**src/rtl/frac_baud_gen.sv**
```systemverilog
module frac_baud_gen #(
  parameter int NW  = 4,
  parameter int OVS = 16
) (
  input  logic          clk,
  input  logic          rst_n,
  input  logic          run,
  input  logic [3:0]    tap_in,
  input  logic [1:0]    tap_sel,
  input  logic [NW-1:0] div_n,
  input  logic [NW-1:0] frac_k,
  input  logic          frac_en,
  input  logic          sync_mode,
  output logic          div_tick,
  output logic          baud_tick
);
  localparam int CW = NW + 1;
  localparam int OW = $clog2(OVS);
  localparam int GW = 2 + 2*NW + 2;

  logic [CW-1:0] cnt;
  logic [NW-1:0] phase;
  logic [OW-1:0] fcnt;
  logic [GW-1:0] cfg, cfg_q;

  // zero encodes the top divisor
  wire [CW-1:0] n_eff    = (div_n == '0) ? CW'(1 << NW) : {1'b0, div_n};
  // fractional mode only when legal
  wire          frac_on  = frac_en && !sync_mode && (div_n > NW'(1));
  // phase accumulates 16-K per period; overflow marks a long period
  wire [CW-1:0] step     = CW'(1 << NW) - {1'b0, frac_k};
  wire [CW-1:0] acc      = {1'b0, phase} + step;
  wire          long_per = frac_on && acc[NW];
  wire [CW-1:0] last     = n_eff + CW'(long_per) - CW'(1);

  wire          tick     = tap_in[tap_sel];
  wire          div_ev   = tick && (cnt == last);
  wire [OW-1:0] flast    = sync_mode ? OW'(1) : OW'(OVS - 1);
  wire          restart  = !run || (cfg != cfg_q);

  assign cfg = {tap_sel, div_n, frac_k, frac_en, sync_mode};

  always_ff @(posedge clk) begin
    cfg_q <= cfg;
    if (!rst_n || restart) begin
      cnt       <= '0;
      phase     <= '0;
      fcnt      <= '0;
      div_tick  <= 1'b0;
      baud_tick <= 1'b0;
    end else begin
      div_tick  <= div_ev;
      baud_tick <= div_ev && (fcnt == flast);
      if (tick) cnt <= div_ev ? '0 : cnt + 1'b1;
      if (div_ev) begin
        if (frac_on) phase <= acc[NW-1:0];
        fcnt <= (fcnt == flast) ? '0 : fcnt + 1'b1;
      end
    end
  end

  a_r7_baud_on_div: assert property (@(posedge clk) disable iff (!rst_n)
    baud_tick |-> div_tick);
  a_r10_run_low_quiet: assert property (@(posedge clk) disable iff (!rst_n)
    !run |=> (!div_tick && !baud_tick));
  a_r9_change_quiet: assert property (@(posedge clk) disable iff (!rst_n)
    (cfg != cfg_q) |=> !div_tick);
  a_r3_cnt_range: assert property (@(posedge clk) disable iff (!rst_n)
    cnt <= CW'(1 << NW));
  a_r8_sync_final: assert property (@(posedge clk) disable iff (!rst_n)
    (sync_mode && cfg == cfg_q) |-> (fcnt <= OW'(1)));
  a_r11_reset_quiet: assert property (@(posedge clk)
    !rst_n |=> (!div_tick && !baud_tick));
endmodule

```
**config.mk**
```make
export PLATFORM = sky130hd
export DESIGN_NAME = frac_baud_gen
export DESIGN_NICKNAME = d
export VERILOG_FILES = /design/src/rtl/frac_baud_gen.sv
export SDC_FILE = /design/constraint.sdc
export NUM_CORES = 1
export LEC_CHECK = 0
export ABC_AREA = 1
export BUFFER_PORTS_ARGS = -buffer_cell sky130_fd_sc_hd__buf_2
export CAP_MARGIN = 20
export CORE_MARGIN = 4
export CORE_UTILIZATION = 50
export CTS_CLUSTER_SIZE = 20
export DETAILED_ROUTE_END_ITERATION = 6
export MAX_ROUTING_LAYER = met4
export PLACE_DENSITY_LB_ADDON = 0.25
export SETUP_SLACK_MARGIN = 0.2
export SLEW_MARGIN = 10
export SYNTH_ARGS = -nofsm -noshare
export SYNTH_HDL_FRONTEND = slang
export SYNTH_SLANG_ARGS = --single-unit
```
**constraint.sdc**
```tcl
create_clock -name clk -period 4.9 [get_ports clk]
set_clock_uncertainty 0.05 [all_clocks]
set_input_delay 0.735 -clock clk [delete_from_list [all_inputs] [get_ports clk]]
set_output_delay 0.735 -clock clk [all_outputs]
set_load 0.005 [all_outputs]
```
==> impl_metrics.py <==
metrics = {
    "logic_synthesis": {
        "synth_top_area_share_pct": 34.3,
        "ys_types": 26,
        "syn_area_per_cell_um2": 6.85,
        "synth_nets": 258,
        "synth_seq_cells": 27,
        "yosys.area.top_type": "dfxtp_1",
        "yosys_warnings": 0,
        "synth_area_um2": 1580,
        "ys_top_cells_by_area": "dfxtp_1 (34%), nand2_1 (15%), inv_1 (8.6%)",
        "yosysSeqAreaShare_pct": 34.3,
        "synth_cells": 230,
    },
    "global_routing": {
        "grt_max_degree": 15,
        "grt_usage_pct": 17.1,
        "antenna_found_initial": 0,
        "grt_pass1_vias": 1293,
        "gr-total-overflow": 0,
        "grt_first_pass_wirelength_um": 5390,
    },
    "die": {
        "coreArea_um2": 3030,
        "ios": 21,
        "dieArea_um2": 4120,
        "start_util_pct": 52.1,
        "die_w_um": 64.2,
        "rows": 20,
        "die_y_um": 64.2,
    },
    "power_and_ir_drop": {
        "vdd_drop_max_v": 0.0000905,
        "power_density_nw_per_um2": 217,
        "leakagePower_uw": 0.000837,
    },
    "drt": {
        "drtAntennaViolNets": 0,
        "drtIter0Drc": 58,
        "drc": 0,
        "viasPerCell": 4.70,
        "drt-total-wl_um": 3030,
        "wl_per_cell_um": 10.2,
        "dr.pass1.iters": 5,
        "vias": 1395,
    },
    "layout": {
        "utilization_pct": 57.8,
        "fin_nets": 282,
        "drive_gt1_share_pct": 17.0,
        "syn_to_final_growth_pct": 11.0,
        "multiInputGateArea_um2": 886,
        "register_area_um2": 541,
        "fin_area_um2": 1750,
        "antenna_cells": 0,
        "fillers": 293,
    },
    "timing": {
        "worst_slew_pin_slew_ps": 498,
        "fin_setup_tns_ps": 0,
        "fmax_ghz": 0.301,
        "fin_crit_sh_pct": 67.9,
        "period_needed_ps": 3330,
        "setup_viol": 0,
        "maxSlewHeadroom_pct": 66.8,
        "slew_viol_final": 0,
        "fin_hold_ws_ps": 452,
        "rsz0062_at_grt": "no",
        "hold_viol_final": 0,
    },
    "worst_setup_path": {
        "rrSetupSlack_ps": 1720,
        "timing.rr.end": "phase[3]",
        "worstSetupPathType": "in -> reg",
        "worstPathRequired_ps": 5090,
        "crit_fanout": 4,
        "startpoint_type": "input port",
        "crit_arrival_ps": 3510,
        "critPathLaunch": "frac_k[0]",
        "rr_worst_depth": 19,
        "critPathCaptureType": "flop",
        "rr_startpoint": "phase[0]",
    },
    "flow_run": {
        "maxCapViolations": 0,
    },
    "clock_tree": {
        "cts_tree": "yes",
        "cts-root-buf": "clkbuf_4",
        "cts_sinks": 27,
        "clock_path_buffers": 2,
        "cts_setup_buffers": 0,
        "htree_levels": 1,
        "ctsResizeCount": 0,
        "clk_latency_ps": 330,
        "cts-buffers-inserted": 3,
        "holdBufCountCts": 0,
        "clk_pin_slew_ps": 130,
    },
    "placement": {
        "place_area_um2": 1720,
        "routabilityCongestion": 0.864,
        "port_buffers": 20,
        "dp_hpwl_um": 2500,
    },
    "hold_path": {
        "hold_depth": 2,
        "min-delay-path-class": "reg -> reg",
        "hold_end": "phase[0]",
        "min_from": "phase[0]",
    },
    "status": {
        "outcome": "completed",
    },
}
## cell usage in the layout, fill, tap and decap left out, types with 2 or more instances in the layout
cell / instances
nand2_1: 62
nand2_2: 7
nand4_1: 3
dfxtp_1: 27
nand3_1: 16
o22ai_1: 2
ha_1: 8
nor2_1: 21
inv_1: 36
nor3_1: 2
xor2_1: 5
nor2_2: 7
o21ai_0: 7
inv_2: 2
o21ai_1: 5
xnor2_1: 2
a21oi_1: 8
nor3b_1: 2
buf_2: 20
clkbuf_4: 3
## state kept, by name, indices dropped and copies added (netlist names)
name       flops
cnt            5
div_tick       1
cfg_q         12
phase          4
baud_tick      1
fcnt           4
## power by group
part           switching [uW]  total [uW]  internal, uW
Clock                    64.5        96.5          32.0
Combinational            34.9        57.2          22.4
Sequential               2.06         227           225
## cells in the mapped netlist
master and n:
inv_2 2, o21ai_0 7, fa_1 1, ha_1 8
inv_1 36, or2_2 1, nand2_2 7, buf_4 1
o21ai_1 5, nor2_1 21, or2_0 1, nor2_4 1
xor2_1 5, nand4_1 3, nand2_1 62, nand3b_1 1
dfxtp_1 27, xnor2_1 2, nor2_2 7, nor3_1 2
nor3b_1 2, o22ai_1 2, nand3_1 16, a21oi_1 8
nand3_4 1, nor2_8 1
## critical path: stages
cell and delay [ps]:
buf_2 120, ha_1 210, fa_1 370, or2_2 310
a21oi_1 130, o21ai_0 90, ha_1 240, ha_1 290
inv_1 40, nand2_1 50, nand2_1 50, nor2_1 130
inv_1 70, nor2_2 160, nand2_1 90, nor2_2 130
nand2_1 90, o21ai_1 150, nor2_1 50
## how the worst max path moves through the flow
stage	slack (ps)	cells after the start	endpoint
2_1_floorplan	1590	18	fcnt[3]
6_report	1570	19	phase[3]
4_1_cts	1600	19	phase[3]
3_3_place_gp	1310	19	phase[3]
5_1_grt	1320	19	phase[2]
3_5_place_dp	1220	19	phase[3]
## kinds of logic (layout without fill, tap and decap cells)
group / Yosys count / after routing / synth area share, %
buffers and inverters: 39 / 62 / 9.52
xor gates and xnor gates: 7 / 7 / 3.89
DFF: 27 / 27 / 34.3
adders and majority gates: 9 / 9 / 7.62
AOI/OAI and AO/OA: 22 / 22 / 7.14
and+or+nand+nor: 126 / 126 / 37.5
## per-layer routing
layer | vias up | GRT usage (%) | share of wire, % | wire, um
met1 | 601 | 20.0 | 48 | 1450
met2 | 18 | 29.4 | 48 | 1440
li1 | 771 | - | - | -
met4 | 0 | 7.12 | 1.7 | 52
met3 | 5 | 2.28 | 2.8 | 84
met5 | - | - | 0 | 0
## stage by stage
stage / power (uW) / setup WS, ps / std cells
final: 381 / 1570 / 297
after global routing: 402 / 1320 / 297
after CTS: 386 / 1600 / 297
after detailed placement: 289 / 1220 / 293
after global placement: 288 / 1310 / 293
after floorplan: 269 / 1590 / 230
## final cells by class
class / instances / area share [%]
clock buffer: 4 / 1.50
inverter: 38 / 8.15
multi-input combinational: 164 / 50.6
sequential: 27 / 30.9
tap: 44 / 3.15
timing repair buffer: 20 / 5.72
(Power assumes the default switching activity.)
